<file path="src/rtl/asrx_pkg.sv">
package asrx_pkg;

  typedef enum logic [1:0] {
    FMT_I2S   = 2'd0,
    FMT_START = 2'd1,
    FMT_END   = 2'd2,
    FMT_ALT   = 2'd3
  } rx_fmt_e;

  localparam int unsigned LINES = 3;

endpackage

</file>
<file path="src/rtl/asrx_line_sync.sv">
module asrx_line_sync #(
  parameter int unsigned STAGES = 2
) (
  input  logic clk,
  input  logic rst_n,
  input  logic use_fall,
  input  logic sclk_in,
  input  logic lrclk_in,
  input  logic sdata_in,
  output logic stb,
  output logic lr_s,
  output logic sd_s
);
  import asrx_pkg::*;

  logic [LINES-1:0] stg [STAGES];
  logic             sclk_d;
  logic             sclk_s;

  always_ff @(posedge clk) begin
    if (!rst_n) begin
      for (int i = 0; i < STAGES; i++) stg[i] <= '0;
      sclk_d <= 1'b0;
    end else begin
      stg[0] <= {sclk_in, lrclk_in, sdata_in};
      for (int i = 1; i < STAGES; i++) stg[i] <= stg[i-1];
      sclk_d <= sclk_s;
    end
  end

  assign sclk_s = stg[STAGES-1][2];
  assign lr_s   = stg[STAGES-1][1];
  assign sd_s   = stg[STAGES-1][0];

  generate
    if (STAGES > 0) begin : g_edge
      logic rise, fall;
      assign rise = sclk_s & ~sclk_d;
      assign fall = ~sclk_s & sclk_d;
      assign stb  = use_fall ? fall : rise;
    end
  endgenerate


  strobe_spacing_chk: assert property (@(posedge clk) disable iff (!rst_n)
    stb |=> !stb);

endmodule

</file>
<file path="src/rtl/asrx_framer.sv">
module asrx_framer (
  input  logic clk,
  input  logic rst_n,
  input  logic stb,
  input  logic lr_s,
  output logic bnd,
  output logic old_lr,
  output logic armed
);
  logic have_prev;
  logic lr_last;

  assign bnd    = stb & have_prev & (lr_s != lr_last);
  assign old_lr = lr_last;

  always_ff @(posedge clk) begin
    if (!rst_n) begin
      have_prev <= 1'b0;
      lr_last   <= 1'b0;
      armed     <= 1'b0;
    end else if (stb) begin
      have_prev <= 1'b1;
      lr_last   <= lr_s;
      if (bnd) armed <= 1'b1;
    end
  end


  armed_after_edge_chk: assert property (@(posedge clk) disable iff (!rst_n)
    $rose(armed) |-> $past(bnd));

endmodule

</file>
<file path="src/rtl/asrx_deser.sv">
module asrx_deser #(
  parameter int unsigned MAX_W = 24,
  parameter int unsigned MIN_W = 8,
  localparam int unsigned LENW = $clog2(MAX_W + 1)
) (
  input  logic             clk,
  input  logic             rst_n,
  input  logic [1:0]       fmt_sel,
  input  logic [LENW-1:0]  wlen,
  input  logic             stb,
  input  logic             bnd,
  input  logic             armed,
  input  logic             old_lr,
  input  logic             cur_lr,
  input  logic             sd,
  output logic             out_valid,
  output logic             out_right,
  output logic [MAX_W-1:0] out_data
);
  import asrx_pkg::*;

  rx_fmt_e          mode;
  logic [LENW-1:0]  weff;
  logic [MAX_W-1:0] mask;

  logic [MAX_W-1:0] acc, acc_n, acc_sh;
  logic [MAX_W-1:0] win, win_n;
  logic [LENW-1:0]  cnt, cnt_n, cnt_inc;
  logic             active, act_n;
  logic             w_lr, wlr_n;
  logic             emit, e_lr;
  logic [MAX_W-1:0] e_data;

  assign mode = rx_fmt_e'(fmt_sel);

  always_comb begin
    if (wlen < LENW'(MIN_W))      weff = LENW'(MIN_W);
    else if (wlen > LENW'(MAX_W)) weff = LENW'(MAX_W);
    else                          weff = wlen;
  end

  assign mask    = (MAX_W'(1) << weff) - MAX_W'(1);
  assign acc_sh  = {acc[MAX_W-2:0], sd};
  assign cnt_inc = cnt + LENW'(1);

  function automatic logic [MAX_W-1:0] top_fill(input logic [MAX_W-1:0] v,
                                                input logic [LENW-1:0]  have,
                                                input logic [LENW-1:0]  want);
    return v << (want - have);
  endfunction

  always_comb begin
    acc_n  = acc;
    cnt_n  = cnt;
    act_n  = active;
    wlr_n  = w_lr;
    win_n  = win;
    emit   = 1'b0;
    e_data = '0;
    e_lr   = w_lr;
    if (stb) begin
      unique case (mode)
        FMT_END: begin
          win_n = {win[MAX_W-2:0], sd};
          if (bnd && armed) begin
            emit   = 1'b1;
            e_data = win & mask;
            e_lr   = old_lr;
          end
        end
        FMT_I2S: begin
          if (bnd) begin
            if (active && cnt < weff) begin
              emit   = 1'b1;
              e_data = top_fill(acc_sh, cnt_inc, weff);
            end
            act_n = 1'b1;
            cnt_n = '0;
            acc_n = '0;
            wlr_n = cur_lr;
          end else if (active && cnt < weff) begin
            acc_n = acc_sh;
            cnt_n = cnt_inc;
            if (cnt_inc == weff) begin
              emit   = 1'b1;
              e_data = acc_sh;
            end
          end
        end
        default: begin
          if (bnd) begin
            if (active && cnt < weff) begin
              emit   = 1'b1;
              e_data = top_fill(acc, cnt, weff);
            end
            act_n = 1'b1;
            cnt_n = LENW'(1);
            acc_n = {{(MAX_W-1){1'b0}}, sd};
            wlr_n = cur_lr;
          end else if (active && cnt < weff) begin
            acc_n = acc_sh;
            cnt_n = cnt_inc;
            if (cnt_inc == weff) begin
              emit   = 1'b1;
              e_data = acc_sh;
            end
          end
        end
      endcase
    end
  end

  always_ff @(posedge clk) begin
    if (!rst_n) begin
      acc       <= '0;
      win       <= '0;
      cnt       <= '0;
      active    <= 1'b0;
      w_lr      <= 1'b0;
      out_valid <= 1'b0;
      out_right <= 1'b0;
      out_data  <= '0;
    end else begin
      acc       <= acc_n;
      win       <= win_n;
      cnt       <= cnt_n;
      active    <= act_n;
      w_lr      <= wlr_n;
      out_valid <= emit;
      if (emit) begin
        out_data  <= e_data;
        out_right <= (mode == FMT_I2S) ? e_lr : ~e_lr;
      end
    end
  end


  cnt_bound_chk: assert property (@(posedge clk) disable iff (!rst_n)
    cnt <= weff);


  data_width_chk: assert property (@(posedge clk) disable iff (!rst_n)
    out_valid |-> ((out_data >> weff) == '0));


  pulse_single_chk: assert property (@(posedge clk) disable iff (!rst_n)
    out_valid |=> !out_valid);


  valid_after_sample_chk: assert property (@(posedge clk) disable iff (!rst_n)
    out_valid |-> $past(stb));

endmodule

</file>
<file path="src/rtl/audio_serial_rx.sv">
module audio_serial_rx #(
  parameter int unsigned MAX_W       = 24,
  parameter int unsigned MIN_W       = 8,
  parameter int unsigned SYNC_STAGES = 2,
  localparam int unsigned LENW       = $clog2(MAX_W + 1)
) (
  input  logic             clk,
  input  logic             rst_n,
  input  logic [1:0]       fmt_sel,
  input  logic             fall_edge,
  input  logic [LENW-1:0]  word_len,
  input  logic             sclk_in,
  input  logic             lrclk_in,
  input  logic             sdata_in,
  output logic             word_valid,
  output logic             word_right,
  output logic [MAX_W-1:0] word_data
);
  import asrx_pkg::*;

  logic use_fall;
  logic stb, lr_s, sd_s;
  logic bnd, old_lr, armed;

  assign use_fall = fall_edge & (rx_fmt_e'(fmt_sel) != FMT_I2S);

  asrx_line_sync #(.STAGES(SYNC_STAGES)) u_sync (
    .clk      (clk),
    .rst_n    (rst_n),
    .use_fall (use_fall),
    .sclk_in  (sclk_in),
    .lrclk_in (lrclk_in),
    .sdata_in (sdata_in),
    .stb      (stb),
    .lr_s     (lr_s),
    .sd_s     (sd_s)
  );

  asrx_framer u_frame (
    .clk    (clk),
    .rst_n  (rst_n),
    .stb    (stb),
    .lr_s   (lr_s),
    .bnd    (bnd),
    .old_lr (old_lr),
    .armed  (armed)
  );

  asrx_deser #(.MAX_W(MAX_W), .MIN_W(MIN_W)) u_deser (
    .clk       (clk),
    .rst_n     (rst_n),
    .fmt_sel   (fmt_sel),
    .wlen      (word_len),
    .stb       (stb),
    .bnd       (bnd),
    .armed     (armed),
    .old_lr    (old_lr),
    .cur_lr    (lr_s),
    .sd        (sd_s),
    .out_valid (word_valid),
    .out_right (word_right),
    .out_data  (word_data)
  );

endmodule

</file>
<file path="config.mk">
export PLATFORM = sky130hd
export DESIGN_NAME = audio_serial_rx
export DESIGN_NICKNAME = d
export VERILOG_FILES = /design/src/rtl/asrx_pkg.sv /design/src/rtl/asrx_line_sync.sv /design/src/rtl/asrx_framer.sv /design/src/rtl/asrx_deser.sv /design/src/rtl/audio_serial_rx.sv
export SDC_FILE = /design/constraint.sdc
export NUM_CORES = 1
export LEC_CHECK = 0
export BUFFER_PORTS_ARGS = -buffer_cell sky130_fd_sc_hd__buf_2
export CORE_UTILIZATION = 53
export CTS_CLUSTER_DIAMETER = 30
export DETAILED_ROUTE_END_ITERATION = 6
export GPL_TIMING_DRIVEN = 0
export PLACE_DENSITY = 0.82
export SYNTH_ARGS = -nofsm -noshare
export SYNTH_HDL_FRONTEND = slang
export SYNTH_HIERARCHICAL = 1
export SYNTH_SLANG_ARGS = --single-unit
</file>
<file path="constraint.sdc">
create_clock -name clk -period 3.4 [get_ports clk]
set_input_delay 0.68 -clock clk [delete_from_list [all_inputs] [get_ports clk]]
set_output_delay 0.68 -clock clk [all_outputs]
set_load 0.005 [all_outputs]
</file>
---- Yosys cells after proc, flatten, opt, wreduce, memory -nomap -nowiden ----
Memories as Yosys holds them, arrays and structs flattened.
Cells that the tools add are included.
word-level totals
  bits in writable memories ............... 6
  bits in latches ......................... 0
  bits of input ports ..................... 13
  ROM bits ................................ 0
  memories ................................ 1
  register bits after elaboration ......... 85
  word-level logic and storage cells ...... 81
cells by class
  mux-type cells .......................... 35
  shift-type cells ........................ 3
  div/mod/pow operators ................... 0
  reduce and logical (&&, ||, !) cells .... 8
  multipliers ............................. 0
  equality and inequality tests ........... 3
  bitwise gates (word level) .............. 12
  $add $sub $neg .......................... 4
  order comparisons ....................... 3
memories
  name        depth  width  rd ports  clocked after memory_dff  write ports  line                  RTL
  u_sync.stg  2      3      2         0                         2            asrx_line_sync.sv:16  logic [LINES-1:0] stg [STAGES];
operators by type and width
  kind                                                                          count
  24-bit 2-to-1 mux                                                             11
  24-bit case mux with 2 select lines                                           2
  24-bit by 5-bit << shifter with 24-bit output                                 2
  5-bit 2-to-1 mux                                                              5
  24-bit bitwise AND                                                            1
  1-bit by 5-bit << shifter with 24-bit output, first input constant            1
  24-bit by 2-bit subtractor with 24-bit output, second input constant          1
  1-bit 2-to-1 mux                                                              14
  5-bit case mux with 2 select lines                                            1
  5-bit subtractor                                                              2
  3-bit 2-to-1 mux                                                              2
  2-bit AND reduction                                                           3
  5-bit by 1-bit adder with 5-bit output, second input constant                 1
  1-bit bitwise AND                                                             5
  5-bit equality test                                                           1
  5-bit > comparator, second input constant                                     1
  5-bit by 4-bit less-than comparator with 1-bit output, second input constant  1
  5-bit less-than comparator                                                    1
  1-bit inverter                                                                4
  3-bit AND reduction                                                           1
  2-bit equality test, second input constant                                    1
  1-bit logical AND                                                             2
  2-bit logical NOT                                                             1
  1-bit bitwise OR                                                              2
  2 further kinds                                                               2

---- Logic depth before layout (Yosys ltp) ----
  word-level depth ........................ 11
  depth in mapped cells ................... 16

---- Cells and area by module ----
The synthesis kept the hierarchy.
by module, submodules not included
  module           area an instance (um^2)  instances  seq. area each (um^2)  cells each
  asrx_deser       7043.0                   1          1621.6                 882
  asrx_line_sync   206.4                    1          140.1                  17
  asrx_framer      113.9                    1          60.1                   12
  audio_serial_rx  7.5                      1          0.0                    1

---- Worst setup path before layout ----
OpenSTA, ideal clock, no wires.
  kind .................................... in2reg
  from .................................... in word_len[3]
  to ...................................... reg u_deser.out_data[9]
  path slack .............................. -222 ps
  arrival ................................. 3506 ps
  library setup time ...................... 116 ps
  stages .................................. 16
  path buffers ............................ 4
  cells stage by stage .................... buf_6 > xor2_1 > buf_6 > nand2_1 > inv_1 > ha_1 > buf_2 > and2_1 > a311o_1 > a21oi_2 > xnor2_2 > clkbuf_1 > nor2_1 > a32oi_1 > o21ai_1 > a41o_1
on the way
  longest elaborated chain between the ends .. 9
  elaborated cells between the ends (all ways) .. 29
  classes of those cells .................. add/sub: 3; order compare: 3; eq/ne: 1; shift: 3; mux: 17; bitwise: 1; reduce/logical: 1
ends and longest elaborated chain
  what                                                                         line                   RTL
  from (decl)                                                                  audio_serial_rx.sv:11  input logic [LENW-1:0] word_len,
  5-bit > comparator                                                           asrx_deser.sv:38       else if (wlen > LENW'(MAX_W)) weff = LENW'(MAX_W);
  5-bit 2-to-1 mux                                                             asrx_deser.sv:38
  5-bit 2-to-1 mux (*)                                                         asrx_deser.sv:37       if (wlen < LENW'(MIN_W)) weff = LENW'(MIN_W);
  5-bit subtractor, or another cell as far along                               asrx_deser.sv:49       return v << (want - have);
  24-bit by 5-bit << shifter with 24-bit output, or another cell as far along  asrx_deser.sv:49
  24-bit 2-to-1 mux, or another cell as far along                              asrx_deser.sv:92       if (active && cnt < weff) begin
  24-bit 2-to-1 mux, or another cell as far along                              asrx_deser.sv:91       if (bnd) begin
  24-bit case mux with 2 select lines or 1-bit 2-to-1 mux (tied branches)      -
  24-bit 2-to-1 mux or 1-bit 2-to-1 mux (tied branches)                        asrx_deser.sv:61       if (stb) begin
  to (signal assigned)                                                         asrx_deser.sv:131      out_data <= e_data;
  to (decl)                                                                    asrx_deser.sv:18       output logic [MAX_W-1:0] out_data
Mark *: on every way between the ends. The rest lies on a longest branch, timed or not.
A chain may end at the register's enable or synchronous reset.

---- Worst setup path in the final report ----
  from .................................... in word_len[3]
  to ...................................... reg u_deser.out_data[5]
The elaborated chain is that of the path after synthesis.

==> results.json <==
{
  "status": "finished with violations",
  "failed_checks": "design-rule violations, negative setup slack",
  "hold_viol_final": 0,
  "viasPerCell": 6.873,
  "layout.cells.non_filler": 1161,
  "path_cells": "buf_6 > xor2_4 > buf_8 > nand2_8 > inv_4 > ha_1 > buf_6 > and2_1 > a311o_1 > a21oi_4 > buf_6 > xor2_4 > buf_6 > buf_4 > nand2_1 > o311ai_2 > nand3_2 > o22ai_1",
  "vias": 7980,
  "synthMuxAreaShare_pct": 18.25,
  "dieArea_sq_mm": 0.01438,
  "synthXorXnorAreaFrac_pct": 3.022,
  "r2r_start": "u_deser/cnt[0]",
  "grt_pass1_wl_microns": 42690,
  "critPathSlowestCell": "a311o_1",
  "cpMostUsedCell": "buf_6",
  "fin_skew_ns": 0.01081,
  "synth_compound_area_share_pct": 24.33,
  "grt_max_degree": 18,
  "syn_inst": 912,
  "r2r_slack_ns": 0.06,
  "drt_iter0_drc": 1294,
  "dp_cells": 1124,
  "drt_wl_total_microns": 29050,
  "synthAdderAreaFrac_pct": 2.037,
  "crit_buf_inv": 7,
  "drv_slew": 0,
  "synth.distinct_cells": 82,
  "cp-start-kind": "input port",
  "first_global_vias": 7240,
  "p_clk_share_pct": 36.0,
  "die_y_microns": 119.9,
  "ys_seq_area_share_pct": 24.72,
  "synth.top_cell.area_share_pct": 24.72,
  "synth_top_area_cell": "dfxtp_1",
  "p_int_mw": 1.913,
  "synth_area_sq_mm": 0.007371,
  "finalSetupViolations": 2,
  "ys_top_cells_by_area": "dfxtp_1 (25%), mux4_2 (9.2%), nand2_1 (7.3%), mux2i_1 (6.0%), o21ai_0 (3.1%)",
  "cts_max_level": 3,
  "firstDrtPassIters": 7,
  "layout.nets": 1005,
  "overflow": 0,
  "synth_edf_count": 0,
  "drtAntennaViolNets": 0,
  "worst_slack_ns": -0.02684,
  "ys_seq_elements": 91,
  "io_buffers": 35,
  "cp.arrival_ns": 3.70,
  "combinationalPowerShare_pct": 27.1,
  "p_leak_nw": 3.048,
  "p_seq_share_pct": 36.9,
  "hp-start": "u_sync/stg[0][0]",
  "final.min_clock_period_ns": 3.427,
  "grtUsageTotal_pct": 39.67,
  "area_delta_synth_final_pct": 19.89,
  "slowest_delay_ns": 0.32,
  "synth-simple-area-share_pct": 21.02,
  "hp-class": "register to register",
  "synthArstFlopShare_pct": 0,
  "drc_errors": 1,
  "clk_path_buf_depth": 2,
  "fill_cells": 1150,
  "dp_hpwl_microns": 20760,
  "core-area_sq_mm": 0.01340,
  "diodes": 0,
  "switching_share_pct": 34.11,
  "antenna_found_initial": 0,
  "drive_gt1_share_pct": 24.57,
  "cts_tree": "yes",
  "whs_path_depth": 1,
  "yosys_warnings": 6,
  "synth_ff_type": "dfxtp_1",
  "cap_violations": 0,
  "r2r_cells": 16,
  "cts_sinks": 91,
  "tns_ns": -0.03420,
  "hold_end": "u_sync/stg[0][3]",
  "place_congestion": 1.017,
  "powerDensity_mw_per_mm2": 328.5,
  "io_pins": 39,
  "end_kind": "register",
  "hold_buffers": 0,
  "synth_top_family_by_area": "compound AO/OA/AOI/OAI gates",
  "period_share_pct": 100.8,
  "clk_pin_slew_ns": 0.07,
  "worst_pin_slew_ns": 0.9903,
  "rows": 42,
  "cts_made_buffers": 9,
  "avgSynthCellArea_sq_um": 8.082,
  "rr_endpoint": "u_deser/out_data[5]",
  "cp.required_ns": 3.67,
  "p_sw_mw": 0.9903,
  "ir_drop_mv": 0.2154,
  "cts_root_buf": "clkbuf_16",
  "start_util_pct": 55.00,
  "clk_latency_ns": 0.36,
  "max_freq_mhz": 291.8,
  "wl_per_cell_microns": 25.02,
  "worst-path-max-fanout": 7,
  "relSlewSlack_pct": 33.73,
  "path_class": "input port to register",
  "crit_family": "compound AO/OA/AOI/OAI gates",
  "die_w_microns": 119.9
}
==> state kept, by name, summed over array words and instances, names as in the netlist, 5 cells and up <==
signal / cells
u_deser/cnt: 5
u_sync/stg: 6
u_deser/out_data: 24
u_deser/win: 24
u_deser/acc: 24
==> worst reg2reg max path, stage by stage, from the launching register on <==
cell	delay, ns
dfxtp_4	0.39
ha_4	0.28
nor2b_4	0.12
nand2_1	0.08
and2_1	0.17
ha_2	0.19
and2_1	0.15
a311o_1	0.32
a21oi_4	0.20
buf_6	0.14
xor2_4	0.19
buf_6	0.13
buf_4	0.10
nand2_1	0.08
o311ai_2	0.28
nand3_2	0.18
o22ai_1	0.23
==> worst max-delay path by stage <==
stage / slack [ns] / end / cells past startpoint / start
5_1_grt: -0.06 / u_deser/out_data[5] / 18 / word_len[3]
2_1_floorplan: -0.02 / u_deser/out_data[9] / 15 / word_len[3]
6_report: -0.03 / u_deser/out_data[5] / 18 / word_len[3]
3_3_place_gp: -0.82 / u_deser/out_data[3] / 16 / word_len[4]
3_5_place_dp: -0.86 / u_deser/out_data[3] / 16 / word_len[4]
4_1_cts: -0.001 / u_deser/out_data[1] / 15 / word_len[4]
==> cell families (layout without fill, tap and decap cells) <==
| logic type | count (synthesis) | in the layout |
|---|---|---|
| other | 1 | 2 |
| buffers and inverters | 110 | 181 |
| AOI/OAI and AO/OA | 259 | 260 |
| adders and majority gates | 12 | 12 |
| DFF | 91 | 91 |
| muxes | 93 | 93 |
| and+or+nand+nor | 327 | 327 |
| xor gates and xnor gates | 19 | 19 |
==> power by group through the flow <==
stage / Clock (mW) / Sequential (mW) / Combinational, mW
6_report: 1.05 / 1.07 / 0.786
5_1_grt: 1.09 / 1.07 / 0.821
4_1_cts: 1.05 / 1.07 / 0.679
3_5_place_dp: 0 / 1.10 / 0.616
3_3_place_gp: 0 / 1.10 / 0.612
2_1_floorplan: 0 / 1.10 / 0.463
==> cells in the final DEF (no fill, tap or decap), types with 6 or more instances in the layout <==
cell | netlist | final
nor2b_1 | 34 | 33
clkbuf_1 | 60 | 45
a22oi_1 | 26 | 26
mux4_2 | 30 | 30
and3_1 | 8 | 7
clkbuf_2 | 0 | 6
clkbuf_16 | 0 | 9
a21oi_1 | 45 | 43
o211ai_1 | 7 | 7
xnor2_1 | 9 | 6
a211oi_1 | 9 | 6
buf_4 | 4 | 24
o21ai_1 | 12 | 14
inv_1 | 15 | 14
o22ai_1 | 10 | 10
mux2i_1 | 44 | 40
ha_1 | 12 | 6
buf_6 | 4 | 17
nand2_1 | 143 | 139
nor2_1 | 44 | 41
a21boi_0 | 27 | 27
mux2_2 | 17 | 16
nor3_1 | 12 | 11
nand4_1 | 11 | 11
a31oi_1 | 12 | 10
and2_1 | 15 | 15
dfxtp_1 | 91 | 89
nand3_1 | 35 | 34
o21ai_0 | 46 | 40
nand2b_1 | 10 | 10
buf_2 | 22 | 48
==> through the flow <==
stage | area, sq um | power [mW] | setup slack (ns) | utilization (%) | hold WS, ns
2_1_floorplan | 7423 | 1.559 | -0.02152 | - | 0.4057
3_3_place_gp | 7819 | 1.710 | -0.8229 | 58.35 | 0.4113
3_5_place_dp | 7819 | 1.714 | -0.8605 | 58.35 | 0.4215
4_1_cts | 8431 | 2.798 | -0.001067 | 62.91 | 0.4397
5_1_grt | 8837 | 2.980 | -0.06117 | 65.95 | 0.4573
6_report | 8837 | 2.903 | -0.02684 | 65.95 | 0.4343
==> timing repair <==
item / in CTS / in global routing
pin swaps: 9 / 24
cloned: 0 / 1
endpoints found under the setup margin: 44 / 40
buffers inserted: 10 / 15
resized for setup: 50 / 76
==> synthesized netlist by cell type, types with 3 or more instances <==
master and n:
o22ai_1 10, nand2_1 143, a21oi_1 45, o21a_1 4
buf_1 3, a31o_1 4, o2111ai_1 5, xnor2_2 3
nor4_1 3, a31oi_1 12, a32oi_1 4, nor3_1 12
a22oi_1 26, nor2_1 44, buf_2 22, nor2b_1 34
o21ai_1 12, dfxtp_1 91, mux4_2 30, inv_1 15
mux2i_1 44, nand2b_1 10, xor2_1 4, o21ai_0 46
a21boi_0 27, o32ai_1 3, o211ai_1 7, ha_1 12
nand4_1 11, xnor2_1 9, buf_6 4, clkbuf_1 60
and3_1 8, buf_4 4, and2_1 15, mux2_2 17
o221ai_1 6, a211oi_1 9, nand3_1 35
==> layer usage <==
metal	GRT usage (%)	vias to the layer above	share of wire [%]
met4	21.09	0	5.4
met3	9.125	135	12
met2	60.34	615	45
met1	52.07	3757	38
li1	-	3473	-
met5	0	-	0
==> final cells by class <==
cell class | count | area (sq um) | area share (%)
flip-flops and latches | 91 | 1829 | 20.70
inverters | 17 | 70.07 | 0.7929
multi-input cells | 713 | 5527 | 62.54
clock buffers | 10 | 239.0 | 2.704
plain buffers | 88 | 485.5 | 5.493
clock inverters | 6 | 58.81 | 0.6654
repair buffers | 60 | 407.9 | 4.616
well taps | 176 | 220.2 | 2.492
Power figures use the tool's default switching activity.
